$ cat src/rtl/tmr_vote_pkg.sv
package tmr_vote_pkg;
   localparam int unsigned NREP   = 3;
   localparam int unsigned NPAIRS = 3;
   // pair order in the equality vector: 0 = A/B, 1 = A/C, 2 = B/C
   localparam int unsigned PAIR_AB = 0;
   localparam int unsigned PAIR_AC = 1;
   localparam int unsigned PAIR_BC = 2;

   typedef enum logic [0:0] {
      CMP_FLAT  = 1'b0,
      CMP_LANES = 1'b1
   } cmp_style_e;

   // pair that does not involve replica r
   function automatic int unsigned opposite_pair(input int unsigned r);
      return NPAIRS - 1 - r;
   endfunction

   // mask of the two pairs that involve replica r
   function automatic logic [NPAIRS-1:0] own_pairs(input int unsigned r);
      logic [NPAIRS-1:0] m;
      m = '1;
      m[opposite_pair(r)] = 1'b0;
      return m;
   endfunction
endpackage

$ cat src/rtl/tmr_eq_cmp.sv
module tmr_eq_cmp
   import tmr_vote_pkg::*;
#(
   parameter int unsigned DATA_W    = 32,
   parameter int unsigned LANE_W    = 8,
   parameter cmp_style_e  CMP_STYLE = CMP_LANES
) (
   input  logic [DATA_W-1:0] x,
   input  logic [DATA_W-1:0] y,
   output logic              same
);
   localparam int unsigned NLANES = DATA_W / LANE_W;

   generate
      if (CMP_STYLE == CMP_FLAT) begin : g_flat
         assign same = (x == y);
      end else begin : g_lanes
         logic [NLANES-1:0] lane_same;
         for (genvar l = 0; l < NLANES; l++) begin : g_lane
            assign lane_same[l] = ~|(x[l*LANE_W +: LANE_W] ^ y[l*LANE_W +: LANE_W]);
         end
         assign same = &lane_same;
      end
   endgenerate
endmodule

$ cat src/rtl/tmr_judge.sv
module tmr_judge
   import tmr_vote_pkg::*;
(
   input  logic [NPAIRS-1:0] pair_eq,
   output logic [NREP-1:0]   lone,
   output logic              no_major,
   output logic              any_lone
);
   generate
      for (genvar r = 0; r < NREP; r++) begin : g_rep
         localparam logic [NPAIRS-1:0] OWN = own_pairs(r);
         localparam int unsigned       OPP = opposite_pair(r);
         assign lone[r] = pair_eq[OPP] & ~|(pair_eq & OWN);
      end
   endgenerate

   assign no_major = ~|pair_eq;
   assign any_lone = |lone;
endmodule

$ cat src/rtl/tmr_pick.sv
module tmr_pick
   import tmr_vote_pkg::*;
#(
   parameter int unsigned DATA_W = 32
) (
   input  logic [DATA_W-1:0] res_a,
   input  logic [DATA_W-1:0] res_b,
   input  logic              a_agrees,
   output logic [DATA_W-1:0] picked
);
   // A is the default source whenever it matches another replica;
   // otherwise B is taken, which is right whenever B and C agree.
   always_comb begin
      if (a_agrees) picked = res_a;
      else          picked = res_b;
   end
endmodule

$ cat src/rtl/tmr_vote_stage.sv
module tmr_vote_stage
   import tmr_vote_pkg::*;
#(
   parameter int unsigned DATA_W    = 32,
   parameter int unsigned LANE_W    = 8,
   parameter cmp_style_e  CMP_STYLE = CMP_LANES,
   parameter bit          OE_HOLD   = 1'b0
) (
   input  logic              clk,
   input  logic              rst,
   input  logic              oe,
   input  logic [DATA_W-1:0] res_a,
   input  logic [DATA_W-1:0] res_b,
   input  logic [DATA_W-1:0] res_c,
   output logic [DATA_W-1:0] vote_q,
   output logic [NREP-1:0]   bad_q,
   output logic              err_q,
   output logic              nomaj_q
);
   generate
      if (DATA_W < 1) begin : g_chk_w
         $error("tmr_vote_stage: DATA_W must be at least 1");
      end
      if (CMP_STYLE == CMP_LANES && (LANE_W < 1 || (DATA_W % LANE_W) != 0)) begin : g_chk_lane
         $error("tmr_vote_stage: LANE_W must divide DATA_W");
      end
   endgenerate

   logic [DATA_W-1:0] rep [NREP];
   assign rep[0] = res_a;
   assign rep[1] = res_b;
   assign rep[2] = res_c;

   logic [NPAIRS-1:0] pair_eq;

   generate
      for (genvar p = 0; p < NPAIRS; p++) begin : g_pair
         localparam int unsigned LO = (p == PAIR_BC) ? 1 : 0;
         localparam int unsigned HI = (p == PAIR_AB) ? 1 : 2;
         tmr_eq_cmp #(
            .DATA_W   (DATA_W),
            .LANE_W   (LANE_W),
            .CMP_STYLE(CMP_STYLE)
         ) u_cmp (
            .x   (rep[LO]),
            .y   (rep[HI]),
            .same(pair_eq[p])
         );
      end
   endgenerate

   logic [NREP-1:0] lone;
   logic            no_major;
   logic            any_lone;

   tmr_judge u_judge (
      .pair_eq (pair_eq),
      .lone    (lone),
      .no_major(no_major),
      .any_lone(any_lone)
   );

   logic [DATA_W-1:0] picked;

   tmr_pick #(.DATA_W(DATA_W)) u_pick (
      .res_a   (res_a),
      .res_b   (res_b),
      .a_agrees(pair_eq[PAIR_AB] | pair_eq[PAIR_AC]),
      .picked  (picked)
   );

   // next voted value: disabled output either zeroes or holds
   logic [DATA_W-1:0] vote_d;

   generate
      if (OE_HOLD) begin : g_oe_hold
         always_comb begin
            if (!oe || no_major) vote_d = vote_q;
            else                 vote_d = picked;
         end
      end else begin : g_oe_zero
         always_comb begin
            if (!oe)           vote_d = '0;
            else if (no_major) vote_d = vote_q;
            else               vote_d = picked;
         end
      end
   endgenerate

   always_ff @(posedge clk) begin
      if (rst) begin
         vote_q  <= '0;
         bad_q   <= '0;
         err_q   <= 1'b0;
         nomaj_q <= 1'b0;
      end else begin
         vote_q  <= vote_d;
         bad_q   <= lone;
         err_q   <= any_lone;
         nomaj_q <= no_major;
      end
   end
endmodule

$ cat config.mk
export PLATFORM = sky130hd
export DESIGN_NAME = tmr_vote_stage
export DESIGN_NICKNAME = d
export VERILOG_FILES = /design/src/rtl/tmr_vote_pkg.sv /design/src/rtl/tmr_eq_cmp.sv /design/src/rtl/tmr_judge.sv /design/src/rtl/tmr_pick.sv /design/src/rtl/tmr_vote_stage.sv
export SDC_FILE = /design/constraint.sdc
export NUM_CORES = 1
export LEC_CHECK = 0
export BUFFER_PORTS_ARGS = -buffer_cell sky130_fd_sc_hd__buf_2
export CORE_MARGIN = 4
export CORE_UTILIZATION = 40
export CTS_CLUSTER_SIZE = 30
export DETAILED_ROUTE_END_ITERATION = 8
export PLACE_DENSITY = 0.73
export SETUP_SLACK_MARGIN = 0.4
export SYNTH_ARGS = -nofsm -noshare
export SYNTH_HDL_FRONTEND = slang
export SYNTH_SLANG_ARGS = --single-unit
export TNS_END_PERCENT = 5
$ cat constraint.sdc
create_clock -name clk -period 1.8 [get_ports clk]
set_clock_uncertainty 0.05 [all_clocks]
set_input_delay 0.27 -clock clk [delete_from_list [all_inputs] [get_ports clk]]
set_output_delay 0.27 -clock clk [all_outputs]
set_load 0.01 [all_outputs]
==> results of run 1 <==
## registers in the layout, indices dropped and copies added (netlist names)
register	count
err_q	1
vote_q	32
nomaj_q	1
bad_q	3
## worst max-delay path, cell delays in order
cell	delay [ns]
buf_2	0.13
xnor2_1	0.30
nand4_1	0.21
nor4_4	0.32
buf_4	0.18
buf_4	0.14
nand3_1	0.09
a311oi_2	0.30
## power by group through the flow
stage	sequential (mW)	combinational, mW	clock [mW]
final	0.819	0.567	0.793
after global routing	0.819	0.594	0.832
after CTS	0.819	0.539	0.793
after detailed placement	0.838	0.529	0
after global placement	0.838	0.525	0
after floorplan	0.839	0.231	0
## layout make-up
| cell class | instances | area share |
|---|---|---|
| Clock inverter | 1 | 0.00725 |
| Sequential cell | 37 | 0.179 |
| Tap cell | 96 | 0.0290 |
| Timing Repair Buffer | 170 | 0.243 |
| Multi-Input combinational cell | 269 | 0.521 |
| Clock buffer | 7 | 0.0208 |
## synthesized netlist by cell type
cell type	instances
a211oi_2	1
a21oi_1	32
a311oi_1	3
a311oi_2	29
and2_1	1
buf_2	7
buf_6	4
clkbuf_1	11
dfxtp_1	37
nand2_1	35
nand2_2	1
nand2b_1	2
nand3_1	32
nand4_1	24
nor2_1	3
nor3_1	1
nor3b_1	1
nor4_1	2
nor4_2	2
nor4_4	2
xnor2_1	96
## final timing paths
| kind | to | slack (ns) | cells past startpoint |
|---|---|---|---|
| worst min register to register | vote_q[13]$_SDFFE_PP0N_ | 0.45 | 2 |
| worst min-delay path | err_q$_SDFF_PP0_ | 0.13 | 2 |
| worst max-delay path | vote_q[28]$_SDFFE_PP0N_ | -0.002 | 8 |
| worst max register to register | vote_q[25]$_SDFFE_PP0N_ | 0.98 | 2 |
## per-stage QoR
step                hold WS [ns]  utilization  std cells  instance area, um2  setup TNS (ns)
detailed placement         0.434        0.555        567                3850           -6.52
finish                     0.130        0.597        580                4140        -0.00161
CTS                        0.129        0.583        579                4050               0
global placement           0.416        0.555        567                3850           -9.53
floorplan                  0.285            -        326                2910               0
global route               0.133        0.597        580                4140           -1.37
## placed cells by master (no fill, tap or decap), types with 3 or more instances in the layout
master    instances
buf_2           135
xnor2_1          89
dfxtp_1          37
nand2_1          34
nand3_1          32
a311oi_2         30
buf_4            27
a21oi_1          26
nand4_1          24
xnor2_2           7
a21oi_2           6
clkbuf_8          6
buf_6             5
nor4_2            3
and2_4            3
nor2_1            3
## logic make-up (layout without fill, tap and decap cells)
kind of cell,count (synthesis),in the layout,synth area share
AND/OR/NAND/NOR,106,108,0.196
AO/OA/AOI/OAI,65,65,0.218
flip-flops,37,37,0.255
buffers and inverters,22,178,0.0417
XOR/XNOR,96,96,0.289
## what timing repair did
item / 4_1_cts / 5_1_grt
buffers inserted: 2 / 0
gates resized for setup: 4 / 18
gates cloned: 2 / 1
pin swaps: 5 / 6
endpoints found under the setup margin: 37 / 37
## routing by layer
layer  vias up  track usage
met2       280        0.425
met4         0       0.0952
met5         -            0
met3        44       0.0507
met1      1587        0.344
li1       1504            -
==> flow_summary_export.csv, run 1 <==
group,metric,value,unit
run_status,outcome,"finished with violations",
run_status,violations,"negative setup slack",
synthesis,syn_area_per_cell,8.92,um2
sta,max-slew-margin-rel,0.764,
placed_design,place_ws,-0.232,ns
clock_tree,clock_path_buffers,2,
route,drt.antenna.violating_nets,0,
sta,fin_crit,1.80,ns
route,wirelength,11800,um
floorplan,floorplan.die.height,93.3,um
route,wl_met1,4760,um
synthesis,yosysWarnings,0,
route,routed.top_layer,"met4",
clock_tree,cts_root_buf,"clkbuf_8",
global_routing,grtUsageTotal,0.262,
route,drtPass1Iterations,7,
global_routing,grt_pass1_vias,3369,
clock_tree,cts_num_sinks,37,
global_routing,antenna_found_initial,0,
worst_setup_path,worstPathMaxFanout,5,
power_and_ir_drop,p_total,2.18,mW
sta,fin_crit_sh,1.00,
floorplan,row_count,30,
worst_setup_path,required,1.96,ns
worst_setup_path,critPathCaptureType,"register",
cells_and_area,area_growth,42.5,%
power_and_ir_drop,seqPwrFrac,0.376,
synthesis,synth-seq-cells,37,
power_and_ir_drop,intPower,1.54,mW
floorplan,start_util,0.419,
sta,finalSetupViolCount,1,
floorplan,die-width,93.3,um
synthesis,synthTopCellsByArea,"xnor2_1 29%, dfxtp_1 25%, a311oi_2 15%",
clock_tree,clk_pin_slew_worst_paths,0.08,ns
worst_setup_path,regToRegStartpoint,"vote_q[25]$_SDFFE_PP0N_",
synthesis,synth.distinct_cells,21,
worst_setup_path,crit_type,"input port to register",
floorplan,io_pins,136,
placed_design,io_buffers,135,
cells_and_area,seqCellArea,741,um2
sta,setup_ws,-0.00161,ns
power_and_ir_drop,total_leakage_power,1.56,nW
floorplan,dieArea,8700,um2
cells_and_area,drive_gt1_frac,0.479,
clock_tree,htreeDepth,2,
clock_tree,cts_tree,"built",
synthesis,yosysTopAreaCellShare,0.289,
hold_path,hold_start,"rst",
placed_design,dp_hpwl,8840,um
hold_path,hold_class,"input port to register",
route,wl_met2,5270,um
cells_and_area,nFillCells,614,
placed_design,gp_congestion,0.980,
route,drtIter0Drc,345,
power_and_ir_drop,power_density,526,nW/um2
worst_setup_path,crit_path_start,"res_b[14]",
power_and_ir_drop,vdd_ir_drop_max,0.248,mV
power_and_ir_drop,swShare,0.293,
synthesis,synth_top_area_cell,"xnor2_1",
cells_and_area,final_nets,582,
route,viasPerCell,5.89,
synthesis,syn_inst,326,
power_and_ir_drop,power.clock.fraction,0.364,
power_and_ir_drop,combPwrFrac,0.260,
clock_tree,clk_latency,0.31,ns
global_routing,grt_max_degree,33,
clock_tree,cts_buffers,5,
power_and_ir_drop,power_switching,0.638,mW
cells_and_area,antennaDiodeCount,0,
route,drc,0,
global_routing,grt_pass1_wl,17700,um
floorplan,coreArea,6940,um2
run,max_cap_violations,0,
route,via_count,3415,
sta,worst_pin_slew,0.352,ns
sta,fmax,555,MHz
sta,report.final.slew_viol_count,0,
worst_setup_path,cp-start-kind,"input port",
route,met3WireLength,1350,um
synthesis,syn-cell-area,2910,um2
sta,rsz0062_at_grt,"yes",
route,wl_per_cell,20.4,um
synthesis,ys_seq_area_frac,0.255,
global_routing,globalRoute.totalOverflow,0,
worst_setup_path,worstPathArrival,1.96,ns
synthesis,syn_nets,425,
clock_tree,cts_hold_buf,0,
sta,hold_viol,0,
cells_and_area,multi_input_area,2160,um2
(Power assumes the default switching activity.)
==> run 2, diff against run 1 <==
- CORE_UTILIZATION: 40 -> 43
- PLACE_DENSITY: 0.73 -> 0.78
==> flow_summary_export.csv, run 2 (same netlist as run 1, synthesis figures left out) <==
group,metric,value,unit
clock_tree,cts_buffers,5,
worst_setup_path,worstPathMaxFanout,11,
cells_and_area,post-route-util,0.686,
global_routing,grt_max_degree,19,
clock_tree,htreeDepth,2,
floorplan,io_pins,136,
worst_setup_path,cp-start-kind,"input port",
sta,worst_pin_slew,0.315,ns
cells_and_area,drive_gt1_frac,0.528,
worst_setup_path,worstPathArrival,1.89,ns
cells_and_area,reg_top3,"vote_q: 32 flops, bad_q: 3 flops",
route,via_count,3568,
sta,report.final.slew_viol_count,0,
global_routing,antenna_found_initial,0,
clock_tree,cts_num_sinks,37,
hold_path,hold_class,"input port to register",
global_routing,use_met2,0.484,
worst_setup_path,ff2ff_setup_slack,0.97,ns
sta,hold_viol,0,
clock_tree,cts_root_buf,"clkbuf_8",
placed_design,io_buffers,135,
clock_tree,cts_hold_buf,0,
power_and_ir_drop,seqPwrFrac,0.370,
global_routing,use_met3,0.0634,
power_and_ir_drop,swShare,0.290,
sta,finalSetupViolCount,0,
worst_setup_path,crit_type,"input port to register",
power_and_ir_drop,combPwrFrac,0.276,
power_and_ir_drop,vdd_ir_drop_max,0.262,mV
global_routing,grt_pass1_wl,19000,um
floorplan,row_count,29,
floorplan,die-width,90.2,um
global_routing,grt_pass1_vias,3623,
global_routing,globalRoute.totalOverflow,0,
floorplan,floorplan.die.height,90.2,um
cells_and_area,final_nets,598,
global_routing,grtUsageTotal,0.295,
clock_tree,clk_pin_slew_worst_paths,0.08,ns
run_status,outcome,"finished, final reports clean",
placed_design,gp_congestion,0.906,
floorplan,dieArea,8140,um2
run,max_cap_violations,0,
sta,fmax,575,MHz
floorplan,coreArea,6460,um2
clock_tree,clock_path_buffers,2,
route,drtIter0Drc,360,
worst_setup_path,critPathCaptureType,"register",
clock_tree,clk_latency,0.29,ns
global_routing,grt_use_met1,0.362,
power_and_ir_drop,total_leakage_power,1.71,nW
clock_tree,cts_tree,"built",
cells_and_area,mostFrequentLayoutCell,"buf_2",
cells_and_area,largest-register,"vote_q",
route,drc,0,
cells_and_area,final_cell_mix,"129 x buf_2, 86 x xnor2_1, 37 x dfxtp_1",
worst_setup_path,required,1.96,ns
sta,max-slew-margin-rel,0.789,
route,drtPass1Iterations,5,
power_and_ir_drop,intPower,1.57,mW
cells_and_area,antennaDiodeCount,0,
power_and_ir_drop,power_switching,0.641,mW
cells_and_area,largest_reg_flops,32,
floorplan,start_util,0.450,
power_and_ir_drop,power.clock.fraction,0.354,
route,wirelength,12400,um
route,viasPerCell,6.18,
cells_and_area,nFillCells,515,
placed_design,dp_hpwl,8710,um
global_routing,busiest_layer,"met2",
sta,fin_crit_sh,0.966,
sta,setup_ws,0.0609,ns
sta,rsz0062_at_grt,"yes",
route,wl_per_cell,21.6,um
cells_and_area,area_growth,52.3,%
sta,fin_crit,1.74,ns
route,drt.antenna.violating_nets,0,
placed_design,place_ws,-0.293,ns
power_and_ir_drop,power_density,499,nW/um2
==> run 2: cell count changes in the layout (fill, tap and decap cells not counted), sizes merged <==
cell,previous run,this run
and2,3,5
buf,169,183
==> run 2: through the flow <==
stage	setup TNS (ns)	power [mW]	hold WS, ns	area, um2	std cells
after floorplan	0	1.07	0.285	2910	326
after global placement	-5.44	1.37	0.417	3850	554
after detailed placement	-8.65	1.38	0.433	3850	554
after CTS	0	2.16	0.133	4320	574
after global routing	-0.240	2.26	0.153	4430	577
final	0	2.21	0.136	4430	577
==> run 2: critical path, stage by stage <==
cell	delay (ns)
buf_2	0.15
xnor2_1	0.18
nand4_1	0.22
nor4_4	0.33
buf_4	0.20
buf_6	0.16
nand3_1	0.10
a311oi_2	0.29
==> run 2: path summary, 6_finish.rpt <==
| check | cells after the start | endpoint | start |
|---|---|---|---|
| worst min register to register | 2 | vote_q[15]$_SDFFE_PP0N_ | vote_q[15]$_SDFFE_PP0N_ |
| worst min-delay path | 2 | err_q$_SDFF_PP0_ | rst |
| worst max register to register | 2 | vote_q[8]$_SDFFE_PP0N_ | vote_q[8]$_SDFFE_PP0N_ |
| worst max-delay path | 8 | vote_q[22]$_SDFFE_PP0N_ | res_b[17] |
==> run 2: layout make-up <==
class                           count  area (um2)  share of cell area
Sequential cell                    37         741               0.167
Multi-Input combinational cell    271        2250               0.509
Clock buffer                        7        86.3              0.0195
Clock inverter                      1        30.0             0.00678
Tap cell                           77        96.3              0.0218
Timing Repair Buffer              184        1220               0.276
==> run 2: repair_timing <==
| item | CTS | global route |
|---|---|---|
| hold endpoints to repair | 0 | 0 |
| pin swaps | 13 | 11 |
| gates resized for setup | 55 | 19 |
| setup endpoints to repair | 37 | 37 |
| cloned | 7 | 1 |
| buffers inserted | 5 | 2 |
==> run 2: layer usage <==
| metal | wire length (um) | up-vias |
|---|---|---|
| li1 | - | 1542 |
| met1 | 4600 | 1660 |
| met2 | 5820 | 294 |
| met3 | 1370 | 72 |
| met4 | 644 | 0 |
| met5 | 0 | - |
==> run 2: power by group through the flow <==
stage	Sequential, mW	Clock (mW)	Combinational [mW]
finish	0.819	0.782	0.611
global placement	0.838	0	0.534
CTS	0.819	0.769	0.575
detailed placement	0.838	0	0.537
global route	0.819	0.800	0.637
floorplan	0.839	0	0.231
